### config.mk
export PLATFORM = sky130hd
export DESIGN_NAME = fp_issue_interlock
export DESIGN_NICKNAME = d
export VERILOG_FILES = /design/src/rtl/fpil_pkg.sv /design/src/rtl/fpil_pend_table.sv /design/src/rtl/fpil_wb_slots.sv /design/src/rtl/fp_issue_interlock.sv
export SDC_FILE = /design/constraint.sdc
export NUM_CORES = 1
export LEC_CHECK = 0
export BUFFER_PORTS_ARGS = -buffer_cell sky130_fd_sc_hd__buf_2
export CORE_ASPECT_RATIO = 1.2
export CORE_UTILIZATION = 24
export CTS_CLUSTER_DIAMETER = 40
export DETAILED_ROUTE_END_ITERATION = 7
export GPL_ROUTABILITY_DRIVEN = 0
export PLACE_DENSITY = 0.47
export SYNTH_ARGS = -nofsm -noshare
export SYNTH_HDL_FRONTEND = slang
export SYNTH_HIERARCHICAL = 1
export SYNTH_SLANG_ARGS = --single-unit
### constraint.sdc
create_clock -name clk -period 9.2 [get_ports clk]
set_input_delay 0.46 -clock clk [delete_from_list [all_inputs] [get_ports clk]]
set_output_delay 0.46 -clock clk [all_outputs]
set_load 0.01 [all_outputs]
### src/rtl/fpil_pkg.sv
package fpil_pkg;

    typedef enum logic [2:0] {
        OP_INT   = 3'd0,
        OP_LOAD  = 3'd1,
        OP_STORE = 3'd2,
        OP_FADD  = 3'd3,
        OP_FMUL  = 3'd4,
        OP_FDIV  = 3'd5,
        OP_RSV6  = 3'd6,
        OP_RSV7  = 3'd7
    } op_class_e;

    localparam int UNIT_N   = 4;
    localparam int UNIT_INT = 0;
    localparam int UNIT_ADD = 1;
    localparam int UNIT_MUL = 2;
    localparam int UNIT_DIV = 3;

    function automatic int max3(input int a, input int b, input int c);
        int m;
        m = (a > b) ? a : b;
        return (m > c) ? m : c;
    endfunction

endpackage

### src/rtl/fpil_pend_table.sv
module fpil_pend_table #(
    parameter int NREG = 32,
    parameter int CW   = 5,
    localparam int RW  = $clog2(NREG)
) (
    input  logic          clk,
    input  logic          rst_n,
    input  logic          wr_en,
    input  logic [RW-1:0] wr_idx,
    input  logic [CW-1:0] wr_val,
    input  logic [RW-1:0] rd_a,
    input  logic [RW-1:0] rd_b,
    output logic [CW-1:0] cnt_a,
    output logic [CW-1:0] cnt_b
);
    logic [CW-1:0] cnt [NREG];

    for (genvar r = 0; r < NREG; r++) begin : g_reg
        always_ff @(posedge clk) begin
            if (!rst_n)
                cnt[r] <= '0;
            else if (wr_en && wr_idx == RW'(r))
                cnt[r] <= wr_val;
            else if (cnt[r] != '0)
                cnt[r] <= cnt[r] - CW'(1);
        end
    end

    assign cnt_a = cnt[rd_a];
    assign cnt_b = cnt[rd_b];
endmodule

### src/rtl/fpil_wb_slots.sv
module fpil_wb_slots #(
    parameter int DEPTH = 25,
    localparam int OW   = $clog2(DEPTH)
) (
    input  logic          clk,
    input  logic          rst_n,
    input  logic          book_en,
    input  logic [OW-1:0] book_off,
    input  logic [OW-1:0] probe_off,
    output logic          probe_busy
);
    // slot[k] set: a writeback lands k cycles after the current one
    logic [DEPTH-1:0] slot;

    for (genvar k = 0; k < DEPTH; k++) begin : g_slot
        logic nxt;
        if (k == DEPTH - 1) begin : g_top
            assign nxt = 1'b0;
        end else begin : g_mid
            assign nxt = slot[k+1];
        end
        always_ff @(posedge clk) begin
            if (!rst_n)
                slot[k] <= 1'b0;
            else
                slot[k] <= nxt | (book_en && book_off == OW'(k + 1));
        end
    end

    always_comb begin
        probe_busy = 1'b0;
        for (int k = 1; k < DEPTH; k++)
            if (probe_off == OW'(k))
                probe_busy = slot[k];
    end
endmodule

### src/rtl/fp_issue_interlock.sv
module fp_issue_interlock
    import fpil_pkg::*;
#(
    parameter int NREG       = 32,
    parameter int ADD_STAGES = 4,
    parameter int MUL_STAGES = 7,
    parameter int DIV_LAT    = 24,
    localparam int RW        = $clog2(NREG),
    localparam int MAXOFF    = max3(ADD_STAGES, MUL_STAGES, DIV_LAT),
    localparam int DEPTH     = MAXOFF + 1,
    localparam int OW        = $clog2(DEPTH),
    localparam int CW        = $clog2(MAXOFF + 1)
) (
    input  logic              clk,
    input  logic              rst_n,
    input  logic              id_valid,
    input  logic [2:0]        id_class,
    input  logic [RW-1:0]     id_src1,
    input  logic [RW-1:0]     id_src2,
    input  logic [RW-1:0]     id_dst,
    input  logic              div_busy,
    output logic              stall,
    output logic [UNIT_N-1:0] issue_sel
);
    op_class_e     cls;
    logic [CW-1:0] ready_dist;
    logic [OW-1:0] wb_off;
    logic          writes;
    logic [UNIT_N-1:0] unit;
    logic [CW-1:0] slack;
    logic [CW-1:0] cnt_a, cnt_b;
    logic          hold_raw, hold_div, hold_wb, issue;

    assign cls = op_class_e'(id_class);

    always_comb begin
        ready_dist = '0;
        wb_off     = OW'(1);
        writes     = 1'b1;
        unit       = UNIT_N'(1) << UNIT_INT;
        unique case (cls)
            OP_LOAD: begin
                ready_dist = CW'(1);
            end
            OP_STORE: begin
                wb_off = '0;
                writes = 1'b0;
            end
            OP_FADD: begin
                ready_dist = CW'(ADD_STAGES - 1);
                wb_off     = OW'(ADD_STAGES);
                unit       = UNIT_N'(1) << UNIT_ADD;
            end
            OP_FMUL: begin
                ready_dist = CW'(MUL_STAGES - 1);
                wb_off     = OW'(MUL_STAGES);
                unit       = UNIT_N'(1) << UNIT_MUL;
            end
            OP_FDIV: begin
                ready_dist = CW'(DIV_LAT - 1);
                wb_off     = OW'(DIV_LAT);
                unit       = UNIT_N'(1) << UNIT_DIV;
            end
            default: begin
                ready_dist = '0;
            end
        endcase
    end

    // stores read their data one cycle later than other consumers
    assign slack = (cls == OP_STORE) ? CW'(1) : '0;

    fpil_pend_table #(.NREG(NREG), .CW(CW)) u_pend (
        .clk    (clk),
        .rst_n  (rst_n),
        .wr_en  (issue && writes),
        .wr_idx (id_dst),
        .wr_val (ready_dist),
        .rd_a   (id_src1),
        .rd_b   (id_src2),
        .cnt_a  (cnt_a),
        .cnt_b  (cnt_b)
    );

    fpil_wb_slots #(.DEPTH(DEPTH)) u_wb (
        .clk        (clk),
        .rst_n      (rst_n),
        .book_en    (issue && writes),
        .book_off   (wb_off),
        .probe_off  (wb_off),
        .probe_busy (hold_wb)
    );

    assign hold_raw  = (cnt_a > slack) || (cnt_b > slack);
    assign hold_div  = (cls == OP_FDIV) && div_busy;
    assign stall     = id_valid && (hold_raw || hold_div || (writes && hold_wb));
    assign issue     = id_valid && !stall;
    assign issue_sel = issue ? unit : '0;
endmodule

### Yosys cells after proc, flatten, opt, wreduce, memory -nomap -nowiden

Memories as Yosys holds them, arrays and structs flattened.
Cells that the tools add are included.

| storage, ports and cells | value |
|---|---|
| bits in registers | 24 |
| RAM bits | 160 |
| input port bits | 22 |
| output and inout port bits | 5 |
| logic and storage cells | 624 |
| memories kept | 1 |

Memory list:

| memory | depth | width | read ports | clocked after Yosys merged registers in | wr ports | line | source |
|---|---|---|---|---|---|---|---|
| u_pend.cnt | 32 | 5 | 34 | 0 | 32 | fpil_pend_table.sv:16 | `logic [CW-1:0] cnt [NREG];` |

| operators by class | value |
|---|---|
| add/subtract/negate cells | 32 |
| order comparisons | 2 |
| eq/ne operators | 61 |
| mux-type cells | 319 |
| bitwise gates (word level) | 87 |
| reductions and logical operators | 98 |

Operators by type and width:

| cell | count |
|---|---|
| $mux 5 | 64 |
| $mux 1 | 251 |
| $reduce_bool 5->1 | 32 |
| $sub 5x1->5 const B | 32 |
| $eq 5x5->1 const B | 26 |
| $or 1x1->1 | 87 |
| $eq 5x4->1 const B | 16 |
| $logic_and 1x1->1 | 61 |
| $eq 5x3->1 const B | 8 |
| $pmux 5 s4 | 2 |
| $eq 5x2->1 const B | 4 |
| $pmux 4 s3 | 1 |
| $eq 5x1->1 const B | 2 |
| $gt 5x1->1 | 2 |
| $eq 3x2->1 const B | 2 |
| $eq 3x3->1 const B | 2 |
| $logic_not 5->1 | 1 |
| $mux 4 | 1 |
| $eq 3x1->1 const B | 1 |
| $logic_or 1x1->1 | 3 |
| $logic_not 1->1 | 1 |

### Logic depth before layout (Yosys ltp)

| logic depth | value |
|---|---|
| depth in word-level cells | 39 |
| depth in mapped cells | 20 |
| gate-level depth less buffers | 17 |

### Modules after synthesis

Netlist, hierarchy kept.

By module, submodules not included:

| module | instances | cells an instance | area each (um^2) |
|---|---|---|---|
| fpil_pend_table | 1 | 915 | 11686.2 |
| fpil_wb_slots | 1 | 147 | 1216.2 |
| fp_issue_interlock | 1 | 36 | 227.7 |

### Worst setup path after synthesis

OpenSTA, ideal clock, no wires.

| path | value |
|---|---|
| path kind | input to register |
| start point | in id_class[1] |
| end point | mem u_pend.cnt[12][4] (data pin) |
| setup time | 0.257 ns |
| arrival time | 4.521 ns |
| required time | 8.943 ns |
| slack | 4.422 ns |
| stages | 20 |
| path buffers | 4 |
| path through | nand2b_1 inv_1 nand2_1 inv_1 a21oi_1 buf_2 buf_1 nand3b_1 o21ai_0 a221oi_1 o311ai_0 a311oi_1 nand2_1 o211ai_2 nor3_1 clkbuf_1 or4b_1 clkbuf_1 o21a_1 a32o_1 |

RTL lines:

| what | line | source |
|---|---|---|
| from (decl) | fp_issue_interlock.sv:17 | `input logic [2:0] id_class,` |
| to (decl) | fpil_pend_table.sv:16 |  |

==> impl_metrics.tcl <==
set metrics [dict create \
    finish.instance_area_um2 14500 \
    synthArstFlopShare 0 \
    worst-r2r-setup-slack_ns 3.52 \
    wl_um 41100 \
    cts-buffers-inserted 17 \
    cpMostUsedCell "mux4_2" \
    htree_levels 4 \
    root_buffer "clkbuf_16" \
    crit_path_end_kind "flop" \
    ys_warn_count 6 \
    layout.nets 1135 \
    synth-compound-area-share 0.176 \
    clkLatencyLatePin_ns 0.47 \
    cts_tree "yes" \
    nFillCells 5509 \
    grt_overflow 0 \
    path_class "primary input to flop" \
    required_ns 9.50 \
    netlist.area_leader.share 0.366 \
    cts_num_sinks 184 \
    vias 9760 \
    synthMuxAreaShare 0.184 \
    grt_pass1_vias 9853 \
    status "completed" \
    drtPass1Iterations 5 \
    syn_inst 1098 \
    layoutNonFillerInstCount 1804 \
    ys_ff_latch 184 \
    post-dp-hpwl_um 29800 \
    yosysMostFrequentCell "edfxtp_1" \
    drv_cap 0 \
    hold_viol 0 \
    die-area_um2 55700 \
    tightest_slew_ns 1.11 \
    diodes 0 \
    vdd_drop_max_mv 0.139 \
    synth_top_family_by_area "multiplexers" \
    path_cells "buf_2 > buf_4 > mux4_2 > mux4_2 > mux2_2 > inv_1 > ha_1 > o22a_1 > nand4_1 > nor3_2 > nand3b_1 > nor3_1 > o2bb2ai_1" \
    finalCriticalPeriod_ns 6.30 \
    antenna_left 0 \
    die_w_um 216 \
    crit_path_max_fanout 29 \
    startpoint_type "primary input" \
    finalSetupViolCount 0 \
    netlist_area_um2 13100 \
    ys_types 59 \
    reg2reg_to "u_pend/cnt[1][0]" \
    boundaryPins 27 \
    grt_max_degree 52 \
    post-route-period-util 0.685 \
    powerDensity_nw_per_um2 300 \
    rows 93 \
    finClkSkew_ns 0.0189 \
    slew_violations 0 \
    worstHoldEndpoint "u_wb/g_slot[21].nxt" \
    place_area_um2 13900 \
    postCtsResizedCells 0 \
    arrival_ns 6.60 \
    hp-start "u_wb/g_slot[22].nxt" \
    place_inst 1772 \
    holdPathStages 1 \
    synth_xor_area_frac 0.0420 \
    fmax_ghz 0.159 \
    cts_setup_buffers 0 \
    synth_edf_count 160 \
    grt_use_total 0.150 \
    coreArea_um2 53900 \
    power_uw 4360 \
    critPathMaxStageDelay_ns 0.93 \
    syn_area_per_cell_um2 12.0 \
    tns_ns 0 \
    synth_common_cells "edfxtp_1 (160), o2bb2ai_1 (125), mux4_2 (100)" \
    timing.rr.start "u_pend/cnt[3][3]" \
    viasPerCell 5.41 \
    ys_seq_area_frac 0.403 \
    antenna_found_initial 1 \
    grt_pass1_wl_um 63100 \
    rsz0062_at_grt "no" \
    clock_tree.buffer_depth 2 \
    synthAdderAreaFrac 0.0324 \
    path_delay_family "simple AND/OR/NAND/NOR gates" \
    wl_per_cell_um 22.8 \
    p_leak_uw 0.00471 \
    yosysTopAreaCell "edfxtp_1" \
    hp-class "flop to flop" \
    clk_pin_slew_ns 0.07 \
    synthSimpleGateAreaFrac 0.116 \
    path_buf_inv 3 \
    drive_above_1_share 0.202 \
    rr_worst_depth 9 \
    syn_to_final_growth_pct 10.5 \
    start_util 0.244 \
    drt_iter0_drc 863 \
    synthTopCellsByArea "edfxtp_1 (37%), mux4_2 (17%), o2bb2ai_1 (8.3%)" \
    synthFlopType "edfxtp_1" \
    drc 0 \
    die_h_um 258 \
    hold_buffers 0 \
    slowest_stage "nor3_2" \
    relSlewSlack 0.256 \
    port_buffers 26 \
]
## worst reg2reg max path, stage by stage, from the launching register on
cell and delay (ns):
edfxtp_1 0.50, mux4_2 0.53, mux4_2 0.50, mux2_2 0.27, nor4_1 0.42, nand4_1 0.35
nor3_2 0.93, nand3b_1 0.89, nor3_1 0.94, o2bb2ai_1 0.19
## worst max path at each step
| stage | from | endpoint | slack [ns] | depth (start not counted) |
|---|---|---|---|---|
| final | id_src2[1] | u_pend/cnt[1][0] | 2.90 | 13 |
| after global routing | id_src2[1] | u_pend/cnt[3][4] | 2.57 | 13 |
| after CTS | id_src2[1] | u_pend/cnt[1][4] | 2.88 | 13 |
| after detailed placement | id_src2[1] | u_pend/cnt[1][2] | 2.42 | 13 |
| after global placement | id_src2[1] | u_pend/cnt[1][4] | 2.48 | 13 |
| after floorplan | id_class[1] | u_pend/cnt[12][4] | 4.42 | 20 |
## per-stage QoR
step	setup slack (ns)	hold WS [ns]	util
after floorplan	4.42	0.432	-
after global placement	2.48	0.454	0.259
after detailed placement	2.42	0.462	0.259
after CTS	2.88	0.480	0.269
after global routing	2.57	0.493	0.269
final	2.90	0.474	0.269
## where the power goes
group / switching, uW / internal (uW) / total (uW)
sequential: 516 / 1390 / 1910
clock: 350 / 404 / 753
combinational: 800 / 895 / 1690
total: 1670 / 2690 / 4360
## cell families (layout without fill, tap and decap cells)
kind of cell	Yosys count	in the layout
xor gates and xnor gates	63	63
adders and majority gates	34	34
and+or+nand+nor	274	274
AOI/OAI and AO/OA	276	276
other	1	5
DFF	184	184
buffers and inverters	151	141
muxes	115	115
## state kept, by name, indices dropped and copies added, names as in the netlist
| signal | count |
|---|---|
| u_wb/g_slot.nxt | 24 |
| u_pend/cnt | 160 |
## cell usage in the layout, fill, tap and decap left out, types with 5 or more instances in the layout
cell type    n
conb_1       5
edfxtp_1   160
nand2_1     44
mux4_2     100
mux2_2      11
nor3_1      71
dfxtp_1     24
ha_1        34
clkbuf_16   17
xnor2_1     63
o21ai_0      5
a21oi_1     15
inv_1       70
buf_4       13
nor2b_1     20
o21a_1      41
a32o_1      31
buf_2       25
nand2b_1    10
clkinv_4     5
or3b_2      31
o2bb2ai_1  125
nand3b_1     6
nand3_1      8
nor2_1      48
o221ai_1    32
## per-layer routing
metal	GRT usage	vias to the layer above	routed length (um)
li1	-	4390	-
met1	0.185	4988	17100
met2	0.260	316	20700
met3	0.0215	64	1930
met4	0.0621	2	1410
met5	0	-	13
## final cells by class
cell class              instances  area [um^2]  area share
multi-input cells             767         7270       0.501
flip-flops and latches        184         5290       0.364
inverters                      71          267      0.0184
repair buffers                 38          223      0.0153
clock inverters                13          145      0.0100
clock buffers                  19          433      0.0298
well taps                     712          891      0.0614
Note: power is estimated with default switching activity, not from simulation.
